<file path="src/rtl/pwmt_pkg.sv">
// Package: shared types and constants of the PWM timer channel.
// Assumes an 8-bit control word and a 2-bit register address.
package pwmt_pkg;

    localparam int CTRL_W    = 8;
    localparam int PRE_SEL_W = 3;

    // Register map of the channel
    typedef enum logic [1:0] {
        A_CTRL   = 2'd0,
        A_PERIOD = 2'd1,
        A_DUTY   = 2'd2,
        A_COUNT  = 2'd3
    } reg_addr_e;

    // Control word, MSB first
    typedef struct packed {
        logic                 abrupt;     // bit 7
        logic                 active_low; // bit 6
        logic                 out_en;     // bit 5
        logic                 count_en;   // bit 4
        logic                 src_ext;    // bit 3
        logic [PRE_SEL_W-1:0] pre_sel;    // bits 2:0
    } ctrl_t;

endpackage

</file>
<file path="src/rtl/pwmt_prescaler.sv">
// Module: source-tick selection and power-of-four prescaler.
// Synchronises the external clock and detects its rising edges. Picks the
// bus clock or those edges as source ticks, and emits one tick every 4^n
// source ticks. Selectors at or above PRE_STEPS are clamped to the largest step.
// Assumes ext_clk_i is asynchronous and slower than clk/2.
module pwmt_prescaler #(
    parameter int PRE_STEPS = 6,
    parameter int SEL_W     = 3,
    localparam int PRE_W    = 2 * (PRE_STEPS - 1)
) (
    input  logic             clk,
    input  logic             rst_n,
    input  logic             ext_clk_i,
    input  logic             src_ext,
    input  logic             run,
    input  logic             clear,
    input  logic [SEL_W-1:0] sel,
    output logic             tick_o
);

    logic [2:0]       ext_sync_q;
    logic             ext_rise;
    logic             src_tick;
    logic [SEL_W-1:0] sel_eff;
    logic [PRE_W-1:0] limit;
    logic [PRE_W-1:0] pre_q;

    // Two-stage synchroniser plus one delay stage for edge detection
    always_ff @(posedge clk) begin
        if (!rst_n) ext_sync_q <= '0;
        else        ext_sync_q <= {ext_sync_q[1:0], ext_clk_i};
    end

    assign ext_rise = ext_sync_q[1] & ~ext_sync_q[2];
    assign src_tick = src_ext ? ext_rise : 1'b1;

    // Clamp the selector and derive the terminal value of the divider
    always_comb begin
        sel_eff = (sel >= SEL_W'(PRE_STEPS)) ? SEL_W'(PRE_STEPS - 1) : sel;
        limit   = PRE_W'((32'd1 << (2 * int'(sel_eff))) - 32'd1);
    end

    // Divider phase counter; restarts when stopped or cleared
    always_ff @(posedge clk) begin
        if (!rst_n || clear || !run) begin
            pre_q <= '0;
        end else if (src_tick) begin
            pre_q <= (pre_q == limit) ? '0 : pre_q + 1'b1;
        end
    end

    assign tick_o = run && src_tick && (pre_q == limit);

endmodule

</file>
<file path="src/rtl/pwmt_counter.sv">
// Module: period counter of the PWM channel.
// Advances on each prescaled tick and wraps to zero on the tick that
// would make it reach the period value, so it spans 0..period-1. A clear
// overrides a tick. Assumes the period may change at any time; a lower
// period causes a wrap on the next tick.
module pwmt_counter #(
    parameter int CNT_W = 16
) (
    input  logic             clk,
    input  logic             rst_n,
    input  logic             tick,
    input  logic             clear,
    input  logic [CNT_W-1:0] period,
    output logic [CNT_W-1:0] cnt_o,
    output logic             wrap_o
);

    logic [CNT_W-1:0] cnt_q;
    logic [CNT_W:0]   cnt_inc;
    logic             at_end;

    // Detect the end of the period from the incremented value
    always_comb begin
        cnt_inc = {1'b0, cnt_q} + 1'b1;
        at_end  = cnt_inc >= {1'b0, period};
    end

    // Count register with clear priority
    always_ff @(posedge clk) begin
        if (!rst_n || clear) cnt_q <= '0;
        else if (tick)       cnt_q <= at_end ? '0 : cnt_inc[CNT_W-1:0];
    end

    assign cnt_o  = cnt_q;
    assign wrap_o = tick && !clear && at_end;

endmodule

</file>
<file path="src/rtl/pwmt_regs.sv">
// Module: register file and read multiplexer of the PWM channel.
// Holds the control, period and threshold registers, flags control and
// count writes to neighbouring logic, and returns read data combinationally.
// Assumes CNT_W >= CTRL_W.
module pwmt_regs
    import pwmt_pkg::*;
#(
    parameter int CNT_W = 16
) (
    input  logic             clk,
    input  logic             rst_n,
    input  logic             wr_en,
    input  logic [1:0]       addr,
    input  logic [CNT_W-1:0] wdata,
    input  logic [CNT_W-1:0] cnt,
    output ctrl_t            ctrl_q,
    output logic [CNT_W-1:0] period_q,
    output logic [CNT_W-1:0] duty_q,
    output logic             ctrl_wr,
    output ctrl_t            ctrl_new,
    output logic             cnt_clear,
    output logic [CNT_W-1:0] rdata
);

    reg_addr_e sel_addr;

    assign sel_addr  = reg_addr_e'(addr);
    assign ctrl_new  = ctrl_t'(wdata[CTRL_W-1:0]);
    assign ctrl_wr   = wr_en && (sel_addr == A_CTRL);
    assign cnt_clear = wr_en && (sel_addr == A_COUNT);

    // Storage of the writable registers
    always_ff @(posedge clk) begin
        if (!rst_n) begin
            ctrl_q   <= '0;
            period_q <= '0;
            duty_q   <= '0;
        end else if (wr_en) begin
            case (sel_addr)
                A_CTRL:   ctrl_q   <= ctrl_new;
                A_PERIOD: period_q <= wdata;
                A_DUTY:   duty_q   <= wdata;
                default:  ;
            endcase
        end
    end

    // Read multiplexer; the count is read live
    always_comb begin
        case (sel_addr)
            A_CTRL:   rdata = {{(CNT_W - CTRL_W){1'b0}}, ctrl_q};
            A_PERIOD: rdata = period_q;
            A_DUTY:   rdata = duty_q;
            default:  rdata = cnt;
        endcase
    end

endmodule

</file>
<file path="src/rtl/pwmt_wave.sv">
// Module: compare, polarity and output gating of the PWM channel.
// The raw waveform is active from the threshold to the end of the period.
// The gate is the output enable or a pending drain. A drain starts when a
// control write clears the enable in graceful mode while counting. It ends
// on a wrap, a count write, a stop, or a switch to abrupt mode.
module pwmt_wave
    import pwmt_pkg::*;
#(
    parameter int CNT_W = 16
) (
    input  logic             clk,
    input  logic             rst_n,
    input  ctrl_t            ctrl_q,
    input  logic             ctrl_wr,
    input  ctrl_t            ctrl_new,
    input  logic             cnt_clear,
    input  logic             wrap,
    input  logic [CNT_W-1:0] cnt,
    input  logic [CNT_W-1:0] period,
    input  logic [CNT_W-1:0] duty,
    output logic             pwm_o
);

    logic drain_q;
    logic gate;
    logic raw_active;

    // Graceful-shutdown drain flag
    always_ff @(posedge clk) begin
        if (!rst_n) begin
            drain_q <= 1'b0;
        end else if (ctrl_wr) begin
            drain_q <= (ctrl_q.out_en || drain_q) && !ctrl_new.out_en
                       && !ctrl_new.abrupt && ctrl_new.count_en && !wrap;
        end else if (wrap || cnt_clear || !ctrl_q.count_en
                     || ctrl_q.abrupt || ctrl_q.out_en) begin
            drain_q <= 1'b0;
        end
    end

    // Threshold compare, gating and polarity
    always_comb begin
        raw_active = (duty < period) && (cnt >= duty);
        gate       = ctrl_q.out_en || drain_q;
        pwm_o      = gate ? (raw_active ^ ctrl_q.active_low) : ctrl_q.active_low;
    end

endmodule

</file>
<file path="src/rtl/pwmt_channel.sv">
// Module: top level of one prescaled PWM timer channel.
// Connects the register file, prescaler, counter and waveform stage. All
// logic runs on clk; the external count clock is only sampled.
module pwmt_channel
    import pwmt_pkg::*;
#(
    parameter int CNT_W     = 16,
    parameter int PRE_STEPS = 6
) (
    input  logic             clk,
    input  logic             rst_n,
    input  logic             ext_clk_i,
    input  logic             wr_en_i,
    input  logic [1:0]       addr_i,
    input  logic [CNT_W-1:0] wdata_i,
    output logic [CNT_W-1:0] rdata_o,
    output logic             pwm_o
);

    ctrl_t            ctrl_q;
    ctrl_t            ctrl_new;
    logic             ctrl_wr;
    logic             cnt_clear;
    logic [CNT_W-1:0] period_q;
    logic [CNT_W-1:0] duty_q;
    logic [CNT_W-1:0] cnt_q;
    logic             tick;
    logic             wrap;

    pwmt_regs #(.CNT_W(CNT_W)) u_regs (
        .clk       (clk),
        .rst_n     (rst_n),
        .wr_en     (wr_en_i),
        .addr      (addr_i),
        .wdata     (wdata_i),
        .cnt       (cnt_q),
        .ctrl_q    (ctrl_q),
        .period_q  (period_q),
        .duty_q    (duty_q),
        .ctrl_wr   (ctrl_wr),
        .ctrl_new  (ctrl_new),
        .cnt_clear (cnt_clear),
        .rdata     (rdata_o)
    );

    pwmt_prescaler #(.PRE_STEPS(PRE_STEPS), .SEL_W(PRE_SEL_W)) u_pre (
        .clk       (clk),
        .rst_n     (rst_n),
        .ext_clk_i (ext_clk_i),
        .src_ext   (ctrl_q.src_ext),
        .run       (ctrl_q.count_en),
        .clear     (cnt_clear),
        .sel       (ctrl_q.pre_sel),
        .tick_o    (tick)
    );

    pwmt_counter #(.CNT_W(CNT_W)) u_cnt (
        .clk    (clk),
        .rst_n  (rst_n),
        .tick   (tick),
        .clear  (cnt_clear),
        .period (period_q),
        .cnt_o  (cnt_q),
        .wrap_o (wrap)
    );

    pwmt_wave #(.CNT_W(CNT_W)) u_wave (
        .clk       (clk),
        .rst_n     (rst_n),
        .ctrl_q    (ctrl_q),
        .ctrl_wr   (ctrl_wr),
        .ctrl_new  (ctrl_new),
        .cnt_clear (cnt_clear),
        .wrap      (wrap),
        .cnt       (cnt_q),
        .period    (period_q),
        .duty      (duty_q),
        .pwm_o     (pwm_o)
    );

endmodule

</file>
<file path="config.mk">
export PLATFORM = sky130hd
export DESIGN_NAME = pwmt_channel
export DESIGN_NICKNAME = d
export VERILOG_FILES = /design/src/rtl/pwmt_pkg.sv /design/src/rtl/pwmt_prescaler.sv /design/src/rtl/pwmt_counter.sv /design/src/rtl/pwmt_regs.sv /design/src/rtl/pwmt_wave.sv /design/src/rtl/pwmt_channel.sv
export SDC_FILE = /design/constraint.sdc
export NUM_CORES = 1
export LEC_CHECK = 0
export BUFFER_PORTS_ARGS = -buffer_cell sky130_fd_sc_hd__buf_2
export CAP_MARGIN = 20
export CORE_AREA = 2 2 96 98
export CTS_CLUSTER_SIZE = 20
export DETAILED_ROUTE_END_ITERATION = 16
export DIE_AREA = 0 0 98 100
export PLACE_DENSITY = 0.72
export SYNTH_ARGS = -nofsm -noshare
export SYNTH_HDL_FRONTEND = slang
export SYNTH_SLANG_ARGS = --single-unit
</file>
<file path="constraint.sdc">
create_clock -name clk -period 3.9 [get_ports clk]
set_input_delay 0.78 -clock clk [delete_from_list [all_inputs] [get_ports clk]]
set_output_delay 0.78 -clock clk [all_outputs]
set_load 0.03 [all_outputs]
</file>
# Word-level counts from Yosys, hierarchy flattened

Cells that the tools add are included.

Flip-flop bits (word level): 70
Input bits: 22
Output and inout port bits: 17
Logic and storage cells: 64

Add/sub/neg operators: 3
Order comparisons: 4
Equality and inequality tests: 4
Shifts and indexed selects: 1
Multiplexer cells: 8
Bitwise operators: 3
Reduce and logical (&&, ||, !) cells: 29

Operators with widths:

| kind                  | count |
|---|---|
| $pmux 16 s3           | 1 |
| $add 16x1->17 const B | 1 |
| $ge 17x16->1          | 1 |
| $ge 16x16->1          | 1 |
| $lt 16x16->1          | 1 |
| $mux 16               | 1 |
| $logic_and 1x1->1     | 11 |
| $add 10x1->10 const B | 1 |
| $eq 10x10->1          | 1 |
| $mux 10               | 1 |
| $shl 1x4->10 const A  | 1 |
| $sub 10x1->10 const B | 1 |
| $logic_or 1x1->1      | 7 |
| $logic_not 1->1       | 6 |
| $reduce_and 2->1      | 3 |
| $eq 2x2->1 const B    | 2 |
| $mux 1                | 4 |
| $ge 3x3->1 const B    | 1 |
| $mux 3                | 1 |
| $eq 2x1->1 const B    | 1 |
| $logic_not 2->1       | 1 |
| $reduce_bool 2->1     | 1 |
| $and 1x1->1           | 1 |
| $not 1->1             | 1 |
| $xor 1x1->1           | 1 |

# Logic depth before layout (Yosys ltp)

Gate-level depths: netlist of run 1.

Depth in word-level cells: 14
Depth in mapped cells: 15
Gate-level depth less buffers: 14

# Modules after synthesis

From an unflattened synthesis of run 1, not the netlist that was laid out.

Cells, all modules: 568
Area, all modules: 4971.0 µm²

By module, submodules not included:

| module         | times used | cells an instance | area an instance (µm²) | sequential area each (µm²) |
|---|---|---|---|---|
| pwmt_regs      | 1          | 190               | 2020.7                 | 800.8 |
| pwmt_counter   | 1          | 185               | 1410.1                 | 320.3 |
| pwmt_wave      | 1          | 114               | 852.1                  | 20.0 |
| pwmt_prescaler | 1          | 79                | 688.2                  | 260.2 |

# Least setup slack after synthesis of run 1

No wires, ideal clock.

Kind: reg-to-reg
Start: register u_cnt.cnt_q[0], in the netlist u_cnt.cnt_o[0]
End: register u_cnt.cnt_q[6], in the netlist u_cnt.cnt_o[6]
Library setup time: 0.131 ns
Arrival time: 3.340 ns
Required time: 3.769 ns
Path slack: 0.429 ns
Stages on the path, launching flop included: 16
Cell sequence: dfxtp_1 -> ha_1 -> and3_1 -> nand3_1 -> nor2_1 -> nand3_1 -> xnor2_1 -> ha_1 -> nand4_1 -> or3_1 -> o41ai_1 -> nor4_1 -> nand3_1 -> buf_2 -> a2bb2oi_2 -> o31ai_1

Word-level cells in the longest chain between the ends: 3

Ends and longest elaborated chain:

| what                   | line               | RTL |
|---|---|---|
| start, declared        | pwmt_counter.sv:18 | `logic [CNT_W-1:0] cnt_q;` |
| start signal, assigned | pwmt_counter.sv:31 | `else if (tick) cnt_q <= at_end ? '0 : cnt_inc[CNT_W-1:0];` |
| $add 16x1->17 (*)      | pwmt_counter.sv:24 | `cnt_inc = {1'b0, cnt_q} + 1'b1;` |
| $ge 17x16->1           | pwmt_counter.sv:25 | `at_end = cnt_inc >= {1'b0, period};` |
| $mux 16 (*)            | pwmt_counter.sv:31 |  |

Every way passes the cells marked *; elsewhere a longest branch is shown, timed or not.
A chain may end at the register's enable or synchronous reset.

# Worst setup path after layout of run 1

Start: register u_cnt.cnt_q[1], in the netlist u_cnt.cnt_o[1]
End: register u_cnt.cnt_q[2], in the netlist u_cnt.cnt_o[2]

Same word-level chain as after synthesis.

==> results of run 1 <==
## placed cells by master, fill, tap and decap left out, drive strengths merged, types with 14 or more instances in the layout
cell    instances
nor2b          14
dfxtp          70
nor2           27
a21boi         33
ha             49
nand3          27
buf            48
a21oi          22
inv            38
nand2          98
o21ai          29
## cell usage after synthesis, types with 3 or more instances
cell type,instances,area [sq um]
nand2_1,98,368
dfxtp_1,70,1400
ha_1,49,613
inv_1,35,131
a21boi_0,32,240
o21ai_0,28,140
nand3_1,27,135
nor2_1,27,101
a21oi_1,22,110
clkbuf_1,20,75.1
nor2b_1,14,87.6
nand2b_1,12,75.1
xnor2_1,12,105
xor2_1,12,105
nand4_1,10,62.6
mux2i_1,9,90.1
a22o_1,8,70.1
mux4_2,8,180
and2_1,5,31.3
nor3_1,5,25.0
and3_1,4,25.0
buf_1,4,15.0
nor4_1,4,25.0
o211ai_1,4,30.0
o31ai_1,4,30.0
or3_1,4,25.0
a211oi_1,3,22.5
a21o_1,3,22.5
a2bb2oi_2,3,45.0
o21a_1,3,22.5
## where the power goes
part | leakage (nW) | internal [W] | total [W] | switching (W)
sequential | 0.567 | 0.000729 | 0.000745 | 0.0000160
combinational | 1.35 | 0.0000851 | 0.000209 | 0.000123
clock | 0.126 | 0.000435 | 0.000762 | 0.000327
## registers in the layout (all words and copies together), names as in the netlist
name / cells
u_regs.period_q: 16
u_pre.pre_q: 10
u_regs.duty_q: 16
u_regs.ctrl_q: 8
u_pre.ext_sync_q: 3
u_wave.drain_q: 1
u_cnt.cnt_o: 16
## layer usage
metal,up-vias,GRT usage (%),part of all wire [%]
met5,-,0,0
met4,0,8.97,2.3
met3,23,2.99,5.2
met2,131,38.6,46
met1,1948,33.5,47
li1,2040,-,-
## worst max path at each step
stage / from / endpoint / slack, ps / depth (start not counted)
floorplan: u_cnt.cnt_o[0] / u_cnt.cnt_o[6] / 430 / 15
global placement: u_cnt.cnt_o[1] / u_cnt.cnt_o[6] / 280 / 14
detailed placement: u_cnt.cnt_o[0] / u_cnt.cnt_o[7] / 20 / 14
CTS: u_cnt.cnt_o[1] / u_cnt.cnt_o[7] / 20 / 14
global route: u_cnt.cnt_o[0] / u_cnt.cnt_o[7] / 70 / 15
finish: u_cnt.cnt_o[1] / u_cnt.cnt_o[2] / 340 / 15
## area by class of cell
class | instances | share of cell area, %
clock buffers | 9 | 2.39
well taps | 111 | 2.68
flip-flops and latches | 70 | 27.0
repair buffers | 48 | 5.12
clock inverters | 7 | 2.46
multi-input cells | 432 | 57.8
inverters | 35 | 2.54
## what timing repair did
| action | 4_1_cts | 5_1_grt |
|---|---|---|
| hold endpoints to repair | 0 | 0 |
| setup endpoints to repair | 0 | 16 |
| setup buffers | 0 | 1 |
| gates resized for setup | 0 | 4 |
| hold buffers | 0 | 0 |
## logic make-up (layout without fill, tap and decap cells)
family | Yosys count | count (layout) | synth area share (%)
AND/OR/NAND/NOR | 217 | 217 | 21.9
AO/OA/AOI/OAI | 125 | 125 | 18.8
flip-flops | 70 | 70 | 30.2
buffers and inverters | 63 | 99 | 5.48
adder cells (fa/ha/maj) | 49 | 49 | 13.2
XOR/XNOR | 24 | 24 | 4.53
multiplexers | 17 | 17 | 5.83
## through the flow
| stage | total power (W) | cells | worst slack (ps) |
|---|---|---|---|
| 2_1_floorplan | 0.000903 | 565 | 429 |
| 3_3_place_gp | 0.000957 | 695 | 283 |
| 5_1_grt | 0.00178 | 712 | 66.7 |
| 6_report | 0.00172 | 712 | 339 |
| 3_5_place_dp | 0.000963 | 695 | 15.9 |
| 4_1_cts | 0.00172 | 711 | 22.7 |
==> summary.md, run 1 <==
| Metric | Value |
|---|---|
| Total GRT Usage | `24.1%` |
| Final Hold Viols | `0` |
| Via Count | `4142` |
| Max Root-Sink Buffers | `2` |
| Diodes inserted | `0` |
| Critical path peak fanout | `7` |
| Worst Path Arrival | `3820 ps` |
| Number of global-route vias before repair | `3905` |
| Outcome | `finished clean` |
| DP Area | `0.00491 sq mm` |
| Final nets | `667` |
| HPWL Detailed | `8730 um` |
| Warnings from Yosys | `0` |
| Worst Setup Start Kind | `flip-flop` |
| First-pass GRT wire length | `19200 um` |
| Initial antenna violation count | `0` |
| GRT Residual Overflow | `0` |
| RSZ-0062 raised after global routing | `no` |
| Synthesized Nets | `636` |
| Critical path's top delay family | `simple AND/OR/NAND/NOR gates` |
| Final wirelength | `11600 um` |
| R2R Setup Slk | `340 ps` |
| Crit end category | `flip-flop` |
| Core area | `0.00889 sq mm` |
| Yosys reg bits | `70` |
| Synth-to-layout area growth | `11.8%` |
| TritonCTS clock tree | `built` |
| Die Y | `100 um` |
| Final Cell Area | `0.00518 sq mm` |
| Ports | `39` |
| Setup TNS | `0 ps` |
| Synth cell types | `52` |
| Tcrit/Tclk final | `91.3%` |
| Worst vdd ir | `0.000204 V` |
| Antenna viol nets, final | `0` |
| DR WL/cell | `16.3 um` |
| Initial DRC count | `226` |
| Crit Path Class | `reg2reg` |
| Skew final | `13.0 ps` |
| CTS root buf | `clkbuf_8` |
| Synth Cell Area | `0.00464 sq mm` |
| Max Freq | `0.281 GHz` |
| FP Rows | `35` |
| Port bufs | `38` |
| Pleak | `2.05 nW` |
| # clock sinks | `70` |
| Footprint of the multi-input gates | `0.00299 sq mm` |
| Least-Margin Pin Slew | `756 ps` |
| Fin util | `58.3%` |
| DRT Pass-1 Iters | `6` |
| Largest net degree at the start of global routing | `45` |
| Reg-to-reg startpoint | `u_cnt.cnt_o[1]` |
| CTS buffer count | `9` |
| Max incr delay on CP | `430 ps` |
| Fill count | `792` |
| GP Congestion | `1.06` |
| Die area | `0.00980 sq mm` |
| Final setup fails | `0` |
| WHS | `449 ps` |
| Post-synthesis sequential area ratio | `30.2%` |
| Starting density of the core | `52.1%` |
| FF-to-FF path depth | `15` |
| Share of cells above drive strength 1 | `13.8%` |
| Reg clk slew, reported paths | `90 ps` |
| Reg-to-reg endpoint | `u_cnt.cnt_o[2]` |
| Chip width | `98 um` |
| Class of the worst hold path | `reg2reg` |
| H-tree levels | `3` |
| Pins over their slew limit | `0` |
| Pwr dens | `331 mW/mm^2` |
| Hold Startpoint | `u_pre.ext_sync_q[0]` |
| Buffers & Inverters on Critical Path | `1` |
| Via/cell ratio | `5.82` |
| Worst skew pair latency | `360 ps` |
| Hold depth | `1` |
| CP max stage cell | `o41ai_1` |
| Synth Flop Type | `dfxtp_1` |
| Synthesized netlist cell count | `565` |
| Final min period | `3560 ps` |
| Worst path cell trace | `ha_1 > and3_1 > nand3_1 > nor2_2 > nand3_1 > xnor2_1 > ha_1 > nand4_1 > or3_1 > o41ai_1 > nor4_2 > nand3_2 > buf_4 > o21ai_0 > a21o_1` |
| DRC Markers | `0` |
| Hold EP | `u_pre.ext_sync_q[1]` |
| Post-synth EDFFs | `0` |
| Slew margin rel. | `49.5%` |
| Worst EP required | `4160 ps` |
| Async set-or-reset flop fraction in the synthesized netlist | `0%` |
| Syn_area_per_cell | `8.20 sq um` |
| Register Area | `0.00140 sq mm` |
| Max_cap viols | `0` |
Note: power is estimated with default switching activity, not from simulation.
==> run 2, diff against run 1 <==
- ABC_AREA: default -> 1
- CORE_AREA: 2 2 96 98 -> 2 2 95 97
- DIE_AREA: 0 0 98 100 -> 0 0 97 99
==> run 2 against run 1 <==
Synthesized cell count is 13% higher. Critical path depth is 7 lower. Sequential power is 0.9% higher. Area after synthesis is 1.8% lower. Count of clock-buffer cells in the layout is 1 higher. First-iteration DRC count is 61% higher. Core utilization is 0.25 points lower. Worst hold slack worse by 34 ps. Critical endpoint is now rdata_o[4].
==> summary.md, run 2 <==
| Metric | Value |
|---|---|
| Outcome | `finished clean` |
| Worst skew pair latency | `350 ps (about the same)` |
| TritonCTS clock tree | `built` |
| Max incr delay on CP | `470 ps (+40 ps)` |
| Post-synthesis sequential area ratio | `30.8% (+0.55 points)` |
| Via/cell ratio | `5.68 (-2.3%)` |
| HPWL Detailed | `9580 um (+9.7%)` |
| Setup TNS | `0 ps (unchanged)` |
| Switching share of power | `32.1% (+4.9 points)` |
| Syn_area_per_cell | `7.16 sq um (-13%)` |
| Synth-to-layout area growth | `9.01%` |
| Reg-to-reg endpoint | `u_cnt.cnt_o[1]` |
| Post-synth top area cell | `dfxtp_1` |
| Synth cell types | `42 (-19%)` |
| M1 WL | `5650 um (+4.3%)` |
| Final Hold Viols | `0 (unchanged)` |
| Final setup fails | `0 (unchanged)` |
| DR WL/cell | `16.1 um (-1.6%)` |
| Pleak | `2.25 nW (+10%)` |
| Synth Flop Type | `dfxtp_1` |
| Ports | `39 (unchanged)` |
| Die area | `0.00960 sq mm (-2.0%)` |
| CTS root buf | `clkbuf_8` |
| Commonest non-fill, non-tap cell in the layout | `nand2_1` |
| WHS | `415 ps (-34.0 ps)` |
| Reg clk slew, reported paths | `80 ps (about the same)` |
| Port bufs | `38 (unchanged)` |
| Skew final | `18.2 ps (+5.19 ps)` |
| Final Non-Filler Cells | `781 (+9.7%)` |
| Crit. Startpoint | `addr_i[0]` |
| Yosys reg bits | `70 (unchanged)` |
| Max_cap viols | `0 (unchanged)` |
| Pwr dens | `313 mW/mm^2 (-5.5%)` |
| Final nets | `739 (+11%)` |
| Logic gate share of total power | `17.5% (+5.3 points)` |
| Highest Signal Layer | `met4` |
| FF-to-FF path depth | `15 (unchanged)` |
| Die Y | `99 um (-1.0%)` |
| RSZ-0062 raised after global routing | `no` |
| Hold Startpoint | `u_pre.ext_sync_q[0]` |
| Synthesized netlist cell count | `636 (+13%)` |
| # clock sinks | `70 (unchanged)` |
| Commonest cells after routing, fill and taps aside | `113 x nand2_1, 92 x inv_1, 87 x a21oi_1` |
| Largest cells by area after synthesis | `dfxtp_1 31%, ha_1 13%, a21oi_1 9.6%` |
| Final Cell Area | `0.00496 sq mm (-4.2%)` |
| Class of the worst hold path | `reg2reg` |
| Async set-or-reset flop fraction in the synthesized netlist | `0% (unchanged)` |
| Via Count | `4438 (+7.1%)` |
| Most instantiated cells after synthesis | `113 x nand2_1, 92 x inv_1, 87 x a21oi_1` |
| GP Congestion | `0.957 (-10%)` |
| Total GRT Usage | `26.4% (+2.3 points)` |
| GRT Residual Overflow | `0 (unchanged)` |
| Slew margin rel. | `35.5% (-14 points)` |
| Core area | `0.00855 sq mm (-3.8%)` |
| Clock Power Share | `34.1% (-10 points)` |
| Register Area | `0.00140 sq mm (unchanged)` |
| Critical path peak fanout | `11 (+4)` |
| H-tree levels | `3 (unchanged)` |
| Routed wl met3 | `877 um (+46%)` |
| Placed insts | `765 (+10%)` |
| Antenna viol nets, final | `0 (unchanged)` |
| Footprint of the multi-input gates | `0.00269 sq mm (-10%)` |
| Reg-to-reg startpoint | `u_cnt.cnt_o[1]` |
| Worst vdd ir | `0.000185 V (-9.1%)` |
| Synthesized Nets | `707 (+11%)` |
| Crit Path Class | `in2out` |
| Crit end category | `output pin` |
| FP Rows | `34 (-2.9%)` |
| Worst Path Arrival | `2450 ps (-1370 ps)` |
| Worst EP required | `3120 ps (-1040 ps)` |
| Initial antenna violation count | `0 (unchanged)` |
| Int Power | `0.00105 W (-16%)` |
| Max Freq | `0.310 GHz (+10%)` |
| DRC Markers | `0 (unchanged)` |
| Warnings from Yosys | `0 (unchanged)` |
| CP max stage cell | `nor2_1` |
| Least-Margin Pin Slew | `965 ps (+209 ps)` |
| CTS buffer count | `9 (unchanged)` |
| Fin util | `58.0% (-0.25 points)` |
| Final wirelength | `12600 um (+8.0%)` |
| Chip width | `97 um (-1.0%)` |
| Hold EP | `u_pre.ext_sync_q[1]` |
| Most frequent cell after synthesis | `nand2_1` |
| First-pass GRT wire length | `20600 um (+7.4%)` |
| Met2 wire length | `5760 um (+7.8%)` |
| Area share of the largest cell type after synthesis | `30.8% (+0.55 points)` |
| Largest net degree at the start of global routing | `44 (-2.2%)` |
| Pins over their slew limit | `0 (unchanged)` |
| Initial DRC count | `364 (+61%)` |
| Final min period | `3230 ps (-332 ps)` |
| Starting density of the core | `53.2% (+1.1 points)` |
| Post-synth EDFFs | `0 (unchanged)` |
| Share of cells above drive strength 1 | `10.8% (-3.0 points)` |
| Number of global-route vias before repair | `4139 (+6.0%)` |
| Number of post-CTS setup repair buffers | `0 (unchanged)` |
| DP Area | `0.00479 sq mm (-2.4%)` |
| Register share of total power | `48.4% (+5.0 points)` |
| Fill count | `829 (+4.7%)` |
| Cts hold-fix bufs | `0 (unchanged)` |
| Max Root-Sink Buffers | `2 (unchanged)` |
| Worst Setup Start Kind | `input port` |
| Synth Cell Area | `0.00455 sq mm (-1.8%)` |
| Diodes inserted | `0 (unchanged)` |
| CTS resizes | `0 (unchanged)` |
| Hold depth | `2 (+1)` |
| Worst path cell trace | `buf_2 > inv_1 > nor2_1 > inv_1 > o22ai_1 > a21oi_1 > o21ai_0 > buf_2` |
| R2R Setup Slk | `980 ps (+640 ps)` |
| DRT Pass-1 Iters | `5 (-1)` |
| Psw | `0.000498 W (+6.8%)` |
| Tcrit/Tclk final | `82.8% (-8.5 points)` |
==> run 2: cell families after synthesis <==
logic type	synth area share (%)
AO/OA/AOI/OAI	21.0
XOR/XNOR	3.08
adder cells (fa/ha/maj)	13.5
buffers and inverters	10.1
flip-flops	30.8
AND/OR/NAND/NOR	21.5
==> run 2: metal layers <==
layer / up-vias / track usage [%]
met3: 25 / 4.89
met4: 0 / 8.78
li1: 2225 / -
met1: 2004 / 35.2
met5: - / 0
met2: 184 / 43.3
==> run 2: worst max-delay path, delay by kind of cell <==
| family | cells | cell delay [ps] |
|---|---|---|
| compound gates | 3 | 430 |
| buf+inv | 4 | 770 |
| simple gates | 1 | 470 |
==> run 2: per-stage QoR <==
step / total power (W) / worst slack, ps
after floorplan: 0.000955 / 1220
after global placement: 0.00103 / 959
after detailed placement: 0.00103 / 823
after CTS: 0.00156 / 739
after global routing: 0.00163 / 504
final: 0.00155 / 672
==> run 2: cell type report <==
cell class              instances  area share (%)
clock buffers                  10            2.57
repair buffers                 39            3.98
clock inverters                 6           0.933
multi-input cells             451            54.2
flip-flops and latches         70            28.2
inverters                      97            7.34
well taps                     108            2.72
==> run 2: how the worst max path moves through the flow <==
stage / endpoint / cells past startpoint
after floorplan: rdata_o[10] / 5
after global placement: rdata_o[4] / 8
after detailed placement: rdata_o[4] / 8
after CTS: pwm_o / 13
after global routing: pwm_o / 14
final: rdata_o[4] / 8
==> run 2: power groups by stage <==
stage	logic (W)	registers [W]	clock network, W
final	0.000272	0.000752	0.000530
after detailed placement	0.000265	0.000768	0
after CTS	0.000267	0.000752	0.000538
after global routing	0.000304	0.000754	0.000569
after global placement	0.000259	0.000767	0
after floorplan	0.000192	0.000764	0
==> run 3, diff against run 2 <==
- PLACE_DENSITY: 0.72 -> 0.75
- clock period: 3.9 -> 2.7 ns (I/O delays scaled with it)
==> run 3 against run 2 <==
The run now ends with negative setup slack left. First-iteration DRC count increased by 7.7%. Final cell count rose by 2.8%. Total power increased by 62%. Clock skew is 11 ps lower. Via count increased by 7.0%.
==> summary.md, run 3 (same netlist as run 2, synthesis figures left out) <==
| Metric | Value |
|---|---|
| Outcome | `finished, violations left` |
| Failing checks | `negative setup slack` |
| Routed wl met3 | `881 um (+0.46%)` |
| Commonest non-fill, non-tap cell in the layout | `nand2_1` |
| Commonest cells after routing, fill and taps aside | `109 x nand2_1, 89 x inv_1, 79 x a21oi_1` |
| Skew final | `7.21 ps (-11.0 ps)` |
| DP Area | `0.00490 sq mm (+2.4%)` |
| Hold Startpoint | `ext_clk_i` |
| Die area | `0.00960 sq mm (unchanged)` |
| FP Rows | `34 (unchanged)` |
| Worst vdd ir | `0.000272 V (+47%)` |
| CP max stage cell | `dfxtp_2` |
| Switching share of power | `30.1% (-2.0 points)` |
| # clock sinks | `70 (unchanged)` |
| Buffers & Inverters on Critical Path | `2 (-2)` |
| Critical path's top delay family | `simple AND/OR/NAND/NOR gates` |
| CTS buffer count | `9 (unchanged)` |
| Psw | `0.000759 W (+52%)` |
| Chip width | `97 um (unchanged)` |
| GP Congestion | `0.943 (-1.5%)` |
| Final min period | `2720 ps` |
| Max Freq | `0.368 GHz` |
| Met2 wire length | `6500 um (+13%)` |
| Starting density of the core | `53.2% (unchanged)` |
| H-tree levels | `3 (unchanged)` |
| Initial DRC count | `392 (+7.7%)` |
| GRT Residual Overflow | `0 (unchanged)` |
| Final Cell Area | `0.00543 sq mm (+9.5%)` |
| Via Count | `4749 (+7.0%)` |
| Pleak | `2.42 nW (+7.8%)` |
| TritonCTS clock tree | `built` |
| Worst setup margin | `-18.5 ps (-690 ps)` |
| Worst path cell trace | `inv_1 > nor3_2 > nand4_1 > nor2_1 > xor2_1 > ha_4 > nand2_1 > nor2_1 > a41oi_1 > nand2_1 > clkinv_4 > nand4_1 > a21oi_1` |
| Initial antenna violation count | `0 (unchanged)` |
| Diodes inserted | `0 (unchanged)` |
| Max_cap viols | `0 (unchanged)` |
| Pins over their slew limit | `0 (unchanged)` |
| Final wirelength | `13500 um (+7.5%)` |
| Worst Path Arrival | `3000 ps (+550 ps)` |
| Pre-CTS WS | `29.4 ps (-794 ps)` |
| Synth-to-layout area growth | `19.3%` |
| Register share of total power | `42.9% (-5.5 points)` |
| HPWL Detailed | `9630 um (+0.43%)` |
| Reg clk slew, reported paths | `80 ps (about the same)` |
| Cts hold-fix bufs | `0 (unchanged)` |
| Tcrit/Tclk final | `101%` |
| Via/cell ratio | `5.91 (+4.1%)` |
| Number of global-route vias before repair | `4505 (+8.8%)` |
| Final Hold Viols | `0 (unchanged)` |
| Share of cells above drive strength 1 | `20.4% (+9.6 points)` |
| Ports | `39 (unchanged)` |
| DR WL/cell | `16.8 um (+4.6%)` |
| Max incr delay on CP | `410 ps (-60 ps)` |
| Final setup fails | `3 (+3)` |
| Class of the worst hold path | `in2reg` |
| Highest Signal Layer | `met4` |
| Critical path peak fanout | `17 (+6)` |
| M1 WL | `5510 um (-2.3%)` |
| DRT Pass-1 Iters | `7 (+2)` |
| Least-Margin Pin Slew | `482 ps (-483 ps)` |
| Crit Path Class | `reg2reg` |
| Antenna viol nets, final | `0 (unchanged)` |
| First-pass GRT wire length | `21400 um (+4.3%)` |
| Worst Setup Start Kind | `flip-flop` |
| Logic gate share of total power | `18.3% (+0.8 points)` |
| Core area | `0.00855 sq mm (unchanged)` |
| Worst skew pair latency | `360 ps (about the same)` |
| Clock Power Share | `38.8% (+4.7 points)` |
| Crit. Startpoint | `u_cnt.cnt_o[8]` |
| Slew margin rel. | `67.6% (+32 points)` |
| Pwr dens | `464 mW/mm^2 (+48%)` |
| Worst EP required | `2980 ps (-140 ps)` |
| Die Y | `99 um (unchanged)` |
| Final nets | `761 (+3.0%)` |
| Reg-to-reg startpoint | `u_cnt.cnt_o[8]` |
| Largest net degree at the start of global routing | `34 (-23%)` |
| WHS | `367 ps (-48.1 ps)` |
| CTS root buf | `clkbuf_8` |
| Int Power | `0.00176 W (+67%)` |
| Total GRT Usage | `27.5% (+1.1 points)` |
| DRC Markers | `0 (unchanged)` |
| Max Root-Sink Buffers | `2 (unchanged)` |
| Crit end category | `flip-flop` |
| Port bufs | `38 (unchanged)` |
[run 3: cell count changes in the layout (fill, tap and decap cells not counted), moves of 8 or more]
cell     change
buf_4       +20
dfxtp_1     -14
dfxtp_2     +10
ha_1         -9
ha_4         +9
a21oi_1      -8
a21oi_2      +8
[run 3: repair_timing]
| action | 4_1_cts | 5_1_grt |
|---|---|---|
| gates cloned | 0 | 2 |
| setup buffers | 0 | 5 |
| endpoints found under the setup margin | 2 | 18 |
| pin swaps | 0 | 17 |
| gates resized for setup | 5 | 60 |
[run 3: final cells by class]
| cell class | instances | area [sq um] |
|---|---|---|
| clock inverter | 5 | 82.6 |
| clock buffer | 11 | 141 |
| tap | 108 | 135 |
| timing repair buffer | 59 | 354 |
| inverter | 97 | 369 |
| fill | 766 | 3120 |
| multi-input combinational | 453 | 2920 |
| sequential | 70 | 1430 |
[run 3: stage by stage]
step                total power [W]  std cells  setup TNS, ps  util, %
finish                      0.00252        803          -30.2     63.5
detailed placement          0.00150        780              0     57.3
CTS                         0.00246        796              0     60.1
global placement            0.00149        780              0     57.3
global route                0.00262        803          -1130     63.5
floorplan                   0.00138        636              0        -
[run 3: final timing paths]
kind                         endpoint  slack, ps  cells after the start
hold / removal    u_pre.ext_sync_q[0]        370                      3
setup reg to reg      u_cnt.cnt_o[15]        -20                     13
hold reg to reg   u_pre.ext_sync_q[1]        420                      2
setup / recovery      u_cnt.cnt_o[15]        -20                     13
[run 3: power by group through the flow]
stage | Sequential [W] | Combinational [W] | Clock [W]
3_5_place_dp | 0.00111 | 0.000390 | 0
5_1_grt | 0.00109 | 0.000508 | 0.00103
3_3_place_gp | 0.00111 | 0.000379 | 0
4_1_cts | 0.00108 | 0.000397 | 0.000982
2_1_floorplan | 0.00110 | 0.000277 | 0
6_report | 0.00108 | 0.000460 | 0.000978
[run 3: worst min-delay path, cell delays in order]
cell and delay, ps:
buf_2 70, nand2_1 40, inv_1 40
[run 3: routing by layer]
layer	track usage, %	vias to the layer above
met5	0	-
met4	13.8	0
met3	3.90	47
met2	48.6	214
met1	32.5	2217
li1	-	2271
